### src/rtl/buserr_pkg.sv
package buserr_pkg;

    localparam int ST_LBTO = 0;
    localparam int ST_VATO = 1;
    localparam int ST_BERR = 2;
    localparam int ST_PE   = 3;
    localparam int ST_W    = 4;

    typedef enum logic [1:0] {
        MST_CPU    = 2'd0,
        MST_PERIPH = 2'd1,
        MST_NET    = 2'd2,
        MST_OTHER  = 2'd3
    } master_e;

    typedef enum logic [1:0] {
        RA_LCL_LIM  = 2'd0,
        RA_GNT_LIM  = 2'd1,
        RA_PAR_MODE = 2'd2,
        RA_CLEAR    = 2'd3
    } reg_addr_e;

    typedef struct packed {
        logic berr;
        logic parity;
        logic lcl_to;
        logic gnt_to;
    } err_ev_t;

    function automatic logic parity_enabled(input logic [1:0] mode);
        return mode[1];
    endfunction

    function automatic err_ev_t pick_winner(input err_ev_t ev);
        err_ev_t w;
        w = '0;
        if (ev.berr)        w.berr   = 1'b1;
        else if (ev.parity) w.parity = 1'b1;
        else if (ev.lcl_to) w.lcl_to = 1'b1;
        else if (ev.gnt_to) w.gnt_to = 1'b1;
        return w;
    endfunction

endpackage

### src/rtl/buserr_wdog.sv
module buserr_wdog #(
    parameter int TW = 8
) (
    input  logic          clk,
    input  logic          rst,
    input  logic          active,
    input  logic          complete,
    input  logic          abort,
    input  logic [TW-1:0] limit,
    output logic          fire
);
    logic [TW-1:0] cnt;
    logic          spent;
    logic          counting;

    assign counting = active && !complete && !spent;
    assign fire     = counting && (limit != '0) && (cnt >= limit);

    always_ff @(posedge clk) begin
        if (rst || !active) begin
            cnt   <= '0;
            spent <= 1'b0;
        end else if (complete) begin
            cnt   <= '0;
        end else if (fire || abort) begin
            spent <= 1'b1;
        end else if (counting && cnt != {TW{1'b1}}) begin
            cnt   <= cnt + 1'b1;
        end
    end
endmodule

### src/rtl/buserr_cfg.sv
module buserr_cfg
    import buserr_pkg::*;
#(
    parameter int TW = 8
) (
    input  logic            clk,
    input  logic            rst,
    input  logic            reg_we,
    input  logic [1:0]      reg_addr,
    input  logic [TW-1:0]   reg_wdata,
    output logic [TW-1:0]   lcl_lim,
    output logic [TW-1:0]   gnt_lim,
    output logic [1:0]      par_mode,
    output logic [ST_W-1:0] clr_mask
);
    reg_addr_e ra;
    assign ra = reg_addr_e'(reg_addr);

    assign clr_mask = (reg_we && ra == RA_CLEAR) ? reg_wdata[ST_W-1:0] : '0;

    always_ff @(posedge clk) begin
        if (rst) begin
            lcl_lim  <= '0;
            gnt_lim  <= '0;
            par_mode <= 2'd0;
        end else if (reg_we) begin
            case (ra)
                RA_LCL_LIM:  lcl_lim  <= reg_wdata;
                RA_GNT_LIM:  gnt_lim  <= reg_wdata;
                RA_PAR_MODE: par_mode <= reg_wdata[1:0];
                default:     ;
            endcase
        end
    end
endmodule

### src/rtl/buserr_monitor.sv
module buserr_monitor
    import buserr_pkg::*;
#(
    parameter int TW = 8
) (
    input  logic            clk,
    input  logic            rst,
    input  logic            lcl_strobe,
    input  logic            lcl_ack,
    input  logic            lcl_sysrange,
    input  logic            sys_req,
    input  logic            sys_grant,
    input  logic            ext_berr,
    input  logic            par_err,
    input  logic [1:0]      par_master,
    input  logic            reg_we,
    input  logic [1:0]      reg_addr,
    input  logic [TW-1:0]   reg_wdata,
    output logic            bus_err,
    output logic            net_nrdy,
    output logic [ST_W-1:0] err_status
);
    logic [TW-1:0]   lcl_lim, gnt_lim;
    logic [1:0]      par_mode;
    logic [ST_W-1:0] clr_mask, set_mask;
    logic            lcl_fire, gnt_fire, abort, berr_seen, chk_on;
    master_e         mst;
    err_ev_t         ev, win;

    buserr_cfg #(.TW(TW)) u_cfg (
        .clk(clk), .rst(rst), .reg_we(reg_we), .reg_addr(reg_addr),
        .reg_wdata(reg_wdata), .lcl_lim(lcl_lim), .gnt_lim(gnt_lim),
        .par_mode(par_mode), .clr_mask(clr_mask)
    );

    buserr_wdog #(.TW(TW)) u_lcl_wdog (
        .clk(clk), .rst(rst), .active(lcl_strobe && !lcl_sysrange),
        .complete(lcl_ack), .abort(abort), .limit(lcl_lim), .fire(lcl_fire)
    );

    buserr_wdog #(.TW(TW)) u_gnt_wdog (
        .clk(clk), .rst(rst), .active(sys_req),
        .complete(sys_grant), .abort(abort), .limit(gnt_lim), .fire(gnt_fire)
    );

    assign mst    = master_e'(par_master);
    assign chk_on = parity_enabled(par_mode);

    always_comb begin
        ev.berr   = ext_berr && sys_grant && !berr_seen;
        ev.parity = par_err && chk_on && (mst != MST_NET);
        ev.lcl_to = lcl_fire;
        ev.gnt_to = gnt_fire;
        win       = pick_winner(ev);
        abort     = |win;
        set_mask          = '0;
        set_mask[ST_LBTO] = win.lcl_to;
        set_mask[ST_VATO] = win.gnt_to;
        set_mask[ST_BERR] = win.berr;
        set_mask[ST_PE]   = win.parity && (mst == MST_CPU);
    end

    always_ff @(posedge clk) begin
        if (rst) begin
            bus_err    <= 1'b0;
            net_nrdy   <= 1'b0;
            err_status <= '0;
            berr_seen  <= 1'b0;
        end else begin
            bus_err    <= abort;
            net_nrdy   <= par_err && chk_on && (mst == MST_NET);
            err_status <= (err_status & ~clr_mask) | set_mask;
            if (!(ext_berr && sys_grant)) berr_seen <= 1'b0;
            else if (ev.berr)             berr_seen <= 1'b1;
        end
    end
endmodule

### config.mk
export PLATFORM = sky130hd
export DESIGN_NAME = buserr_monitor
export DESIGN_NICKNAME = d
export VERILOG_FILES = /design/src/rtl/buserr_pkg.sv /design/src/rtl/buserr_wdog.sv /design/src/rtl/buserr_cfg.sv /design/src/rtl/buserr_monitor.sv
export SDC_FILE = /design/constraint.sdc
export NUM_CORES = 1
export LEC_CHECK = 0
export BUFFER_PORTS_ARGS = -buffer_cell sky130_fd_sc_hd__buf_2
export CAP_MARGIN = 20
export CORE_UTILIZATION = 40
export CTS_CLUSTER_SIZE = 12
export DETAILED_ROUTE_END_ITERATION = 10
export GPL_ROUTABILITY_DRIVEN = 0
export GPL_TIMING_DRIVEN = 0
export SLEW_MARGIN = 20
export SYNTH_ARGS = -nofsm -noshare
export SYNTH_HDL_FRONTEND = slang
export SYNTH_SLANG_ARGS = --single-unit
### constraint.sdc
create_clock -name clk -period 5.7 [get_ports clk]
set_clock_uncertainty 0.15 [all_clocks]
set_input_delay 1.71 -clock clk [delete_from_list [all_inputs] [get_ports clk]]
set_output_delay 1.71 -clock clk [all_outputs]
set_load 0.03 [all_outputs]
## Word level (Yosys, flattened, before mapping)

Cells that the tools add are included.

- Flip-flop bits (word level): 43
- Input bits: 22
- Output and inout bits: 6
- Word-level logic and storage cells: 83

- Add/sub/neg operators: 2
- $lt $le $gt $ge: 2
- Equality and inequality tests: 7
- Muxes and demuxes: 8
- Bitwise gates (word level): 8
- Reduce and logical (&&, ||, !) cells: 45

Operator list:

| cell | count |
|---|---|
| logical AND 1 bit | 18 |
| adder 8 x 1 -> 8 bit (second input constant) | 2 |
| greater-or-equal comparator 8 bit | 2 |
| != test 8 bit (second input constant) | 2 |
| nonzero test 8 bit | 2 |
| AND reduction 2 bit | 7 |
| logical NOT 1 bit | 8 |
| == test 2 bit (second input constant) | 3 |
| OR reduction 2 bit | 3 |
| 2-to-1 mux 1 bit | 5 |
| NOT 1 bit | 5 |
| AND 4 bit | 1 |
| logical NOT 2 bit | 2 |
| logical OR 1 bit | 4 |
| 2-to-1 mux 4 bit | 1 |
| NOT 4 bit | 1 |
| OR 4 bit | 1 |
| OR reduction 4 bit | 1 |
| 2-to-1 mux 3 bit | 1 |
| == test 2 x 1 -> 1 bit (second input constant) | 1 |
| 2-to-1 mux 2 bit | 1 |
| != test 2 bit (second input constant) | 1 |

## Longest topological paths before layout

- Word-level depth: 13
- Gate-level depth with buffers: 10
- Gate-level depth less buffers: 8

## By module

Synthesis repeated with hierarchy kept, for this count alone.

- Cell total of the unflattened synthesis: 280
- Area total of the unflattened synthesis: 2438.6 um^2

By module, submodules not included:

| module | times used | cells each | area an instance (um^2) | seq. area each (um^2) |
|---|---|---|---|---|
| buserr_wdog | 2 | 87 | 678.2 | 180.2 |
| buserr_cfg | 1 | 76 | 805.8 | 360.3 |
| buserr_monitor | 1 | 30 | 276.5 | 140.1 |

## Worst setup path before layout

OpenSTA, ideal clock, no wires.

- Path kind: input to register
- Start point: in lcl_sysrange
- End point: reg u_lcl_wdog.cnt[5]
- Library setup time: 71 ps
- Data arrival time: 3339 ps
- Required time: 5479 ps
- Slack: 2140 ps
- Stages on the path: 6
- Buffers on the path: 1
- Cells stage by stage: or4b_1 a41oi_1 nand3_1 clkbuf_1 or4_1 a21oi_1

- Longest elaborated chain between the ends: 13
- Elaborated cells on any way between the ends: 18
- Classes of those cells: 4 x mux; 1 x bitwise; 13 x reduce/logical

Ends and longest elaborated chain:

| what | RTL line | source |
|---|---|---|
| start: declaration | buserr_monitor.sv:10 | `input logic lcl_sysrange,` |
| logical NOT 1 bit * | buserr_monitor.sv:37 | `.clk(clk), .rst(rst), .active(lcl_strobe && !lcl_sysrange),` |
| logical AND 1 bit * | buserr_monitor.sv:37 |  |
| logical AND 1 bit (2 in series) | buserr_wdog.sv:16 | `assign counting = active && !complete && !spent;` |
| logical AND 1 bit (2 in series) | buserr_wdog.sv:17 | `assign fire = counting && (limit != '0) && (cnt >= limit);` |
| 2-to-1 mux 1 bit | buserr_pkg.sv:39 | `else if (ev.lcl_to) w.lcl_to = 1'b1;` |
| 2-to-1 mux 2 bit | buserr_pkg.sv:38 | `else if (ev.parity) w.parity = 1'b1;` |
| 2-to-1 mux 3 bit | buserr_pkg.sv:37 | `if (ev.berr) w.berr = 1'b1;` |
| OR reduction 4 bit | buserr_monitor.sv:55 | `abort = \|win;` |
| logical OR 1 bit | buserr_wdog.sv:25 | `end else if (fire \|\| abort) begin` |
| NOT 1 bit (no source line) | n/a |  |
| AND reduction 2 bit (no source line) | n/a |  |
| end signal: assignment | buserr_wdog.sv:28 | `cnt <= cnt + 1'b1;` |
| end: declaration | buserr_wdog.sv:12 | `logic [TW-1:0] cnt;` |

Every way passes the cells marked *; elsewhere a longest branch is shown, timed or not.
A chain may end at the register's enable or synchronous reset.

## Worst setup path after layout

- Start point: in sys_grant
- End point: reg u_gnt_wdog.cnt[1]

- Longest elaborated chain between the ends: 13
- Elaborated cells on any way between the ends: 18
- Classes of those cells: 5 x mux; 1 x bitwise; 12 x reduce/logical

Ends and longest elaborated chain:

| what | RTL line | source |
|---|---|---|
| start: declaration | buserr_monitor.sv:12 | `input logic sys_grant,` |
| logical NOT 1 bit | buserr_wdog.sv:16 |  |
| logical AND 1 bit (2 in series) | buserr_wdog.sv:16 |  |
| logical AND 1 bit (2 in series) | buserr_wdog.sv:17 |  |
| 2-to-1 mux 1 bit | buserr_pkg.sv:40 | `else if (ev.gnt_to) w.gnt_to = 1'b1;` |
| 2-to-1 mux 1 bit | buserr_pkg.sv:39 |  |
| 2-to-1 mux 2 bit | buserr_pkg.sv:38 |  |
| 2-to-1 mux 3 bit | buserr_pkg.sv:37 |  |
| OR reduction 4 bit | buserr_monitor.sv:55 |  |
| logical OR 1 bit | buserr_wdog.sv:25 |  |
| NOT 1 bit (no source line) | n/a |  |
| AND reduction 2 bit (no source line) | n/a |  |
| end signal: assignment | buserr_wdog.sv:28 |  |
| end: declaration | buserr_wdog.sv:12 |  |

Several ways; a longest one is shown, not always the timed one.

==> metrics <==
First-pass DRT Iterations 4; WL final 5.44 mm; initial antenna violation count 0; share of the core filled with cells 47.8%; worst flop-to-flop path endpoint u_gnt_wdog.cnt[5]; wl on met1 2.71 mm; vias in the first global route 1884; Finished Cell Area 2630 µm²; TritonCTS clock tree yes; largest net degree at the start of global routing 13; RR Startpoint u_lcl_wdog.cnt[0]; Slowest-stage cell, CP or4_1; total negative slack 0 ps; number of core rows 27; hold_buf cts 0; MaxCap Viol Count 0; worst slew pin tran 783 ps; status completed; H-tree depth 2; library cells used by synthesis 45; first-pass GRT wire length 9.09 mm; mean post-synth cell area 8.39 µm²; Die Area 6050 µm²; met2 routed WL 2.48 mm; post-route ant nets 0; Setup Viol. Count Final 0; Worst Setup EP u_gnt_wdog.cnt[1]; Leak Pwr 1.07 nW; final slew viol count 0; DR top layer met4; share of layout cells above drive strength 1 14.0%; CTS buffer count 5; relative slew slack 47.7%; DR WL/cell 14.4 µm; Synth Flop Type dfxtp_1; 1st-iter DRT viols 93; via count 2069; most frequent CP cell buf_2; met3 routed WL 149 µm; Mapped Nets 314; fmax 265 MHz; Worst-path clk slew 80 ps; type of origin of the critical path input pin; Post-DP Area 2520 µm²; post-CTS sizing 0; minimum clock period 3780 ps; Starting Density 41.7%; fin crit share 66.3%; worst hold path type reg2reg; Multi-input gate area 1330 µm²; Post-CTS Setup Repair Bufs 0; vias per inst 5.46; grt ovf 0; critical path class in2reg; buffers added on ports 26; Worst EP required 5770 ps; Clock Latency Late Sink 290 ps; RSZ-0062 raised after global routing no; cells after synthesis 274; area grow syn2layout 14.5%; Clock Sinks 42; Nets 347; fillers 562; #FFs+latches synth 42; global-route usage over all layers 19.3%; slowest stage delay, CP 600 ps; number of diodes 0; Die Span Y 77.8 µm; Cells after DPL 372; post-synthesis sequential area ratio 36.6%; FFs w/ async S/R, synth 0%; CP Cell Sequence buf_2, nor3b_1, o21ai_1, or4_1, nand3_1, buf_2, buf_2, o21ai_0, a21oi_1; total of warnings raised by yosys 0; die width 77.8 µm; Synth Cell Area 2300 µm²; final hold vios 0; Worst Setup End Kind flop; Core Box Area 5510 µm²; P per Cell Area 234 nW/µm²; Ports 28; R2R Setup Slk 2810 ps; Critical Path AT 3850 ps; Reg area 841 µm²; worst setup path startpoint sys_grant; drt drc 0; CTS Root Cell clkbuf_8; Clock Tree Buf Depth 2; Post-synth EDFFs 0; worst-path maximum fanout 10; worst reg2reg path depth 9; maximum vdd drop 0.162 mV; Post-DP HPWL 4.17 mm; Final Non-Filler Cells 379
per-stage QoR:
step	hold slack [ps]	power, mW	worst slack [ps]
after floorplan	283	0.355	2140
after global placement	297	0.381	1650
after detailed placement	303	0.381	1680
after CTS	321	0.623	1950
after global routing	339	0.645	1790
final	321	0.616	1920
report_power, final:
group | switching (mW) | internal (mW)
sequential | 0.00392 | 0.300
combinational | 0.0438 | 0.0267
clock | 0.102 | 0.140
total | 0.150 | 0.467
registers in the layout, indices dropped and copies added (netlist names):
register	count
u_cfg.gnt_lim	8
u_lcl_wdog.cnt	8
net_nrdy	1
u_gnt_wdog.spent	1
u_cfg.par_mode	1
bus_err	1
err_status	4
u_cfg.lcl_lim	8
berr_seen	1
u_lcl_wdog.spent	1
u_gnt_wdog.cnt	8
kinds of logic (layout without fill, tap and decap cells):
family,Yosys count,count (layout),synth area share (%)
AND/OR/NAND/NOR,114,114,27.3
AO/OA/AOI/OAI,58,58,16.1
flip-flops,42,42,36.6
buffers and inverters,31,64,5.50
adder cells (fa/ha/maj),18,18,9.80
multiplexers,11,11,4.79
layout by cell type (no fill, tap or decap), types with 2 or more instances in the layout:
| cell | count |
|---|---|
| nand4_1 | 2 |
| nand3_1 | 11 |
| or4_1 | 16 |
| nand2_1 | 19 |
| buf_2 | 28 |
| nand2b_1 | 2 |
| inv_1 | 20 |
| o21a_1 | 2 |
| nor2_1 | 32 |
| nor4_1 | 3 |
| a21oi_1 | 27 |
| or3_1 | 2 |
| ha_1 | 18 |
| mux2i_1 | 11 |
| clkbuf_1 | 7 |
| o21ai_0 | 7 |
| nor3b_1 | 3 |
| dfxtp_1 | 42 |
| and3_1 | 6 |
| nor2b_1 | 3 |
| a31oi_1 | 2 |
| o31ai_1 | 12 |
| clkbuf_8 | 6 |
| nor3_1 | 2 |
| nand3b_1 | 2 |
routing by layer:
layer | GRT usage, % | vias to the layer above
li1 | - | 1054
met1 | 25.8 | 966
met2 | 31.3 | 40
met3 | 3.18 | 9
met4 | 6.42 | 0
met5 | 0 | -
cell usage after synthesis, types with 2 or more instances:
cell type  instances  area [µm²]
a21oi_1           27         135
a31oi_1            2        12.5
and3_1             6        37.5
buf_2              2        10.0
clkbuf_1           7        26.3
dfxtp_1           42         841
ha_1              18         225
inv_1             20        75.1
mux2i_1           11         110
nand2_1           19        71.3
nand2b_1           2        12.5
nand3_1           11        55.1
nand3b_1           2        15.0
nand4_1            2        12.5
nor2_1            32         120
nor2b_1            3        18.8
nor3_1             2        10.0
nor3b_1            3        22.5
nor4_1             3        18.8
o21a_1             2        15.0
o21ai_0            7        35.0
o31ai_1           12        90.1
or3_1              2        12.5
or4_1             16         120
worst min path at each step:
stage                     slack, ps        startpoint          endpoint  cells past startpoint
final                           320  u_lcl_wdog.spent  u_lcl_wdog.spent                      1
after global routing            340     err_status[1]     err_status[1]                      2
after CTS                       320     err_status[1]     err_status[1]                      2
after detailed placement        300  u_lcl_wdog.spent  u_lcl_wdog.spent                      1
after global placement          300  u_lcl_wdog.spent  u_lcl_wdog.spent                      1
after floorplan                 280  u_lcl_wdog.spent  u_lcl_wdog.spent                      1
critical path: cells and delay by family:
family	cells	cell delay [ps]
buffers and inverters	3	620
AND/OR/NAND/NOR	3	1110
AO/OA/AOI/OAI	3	400
cell type report:
class                   count  area share, %
multi-input cells         201           50.6
clock buffers               6           3.14
flip-flops and latches     42           32.0
clock inverters             1           1.14
repair buffers             26           4.95
inverters                  20           2.85
plain buffers              11           1.95
well taps                  72           3.42
Note: power is estimated with default switching activity, not from simulation.
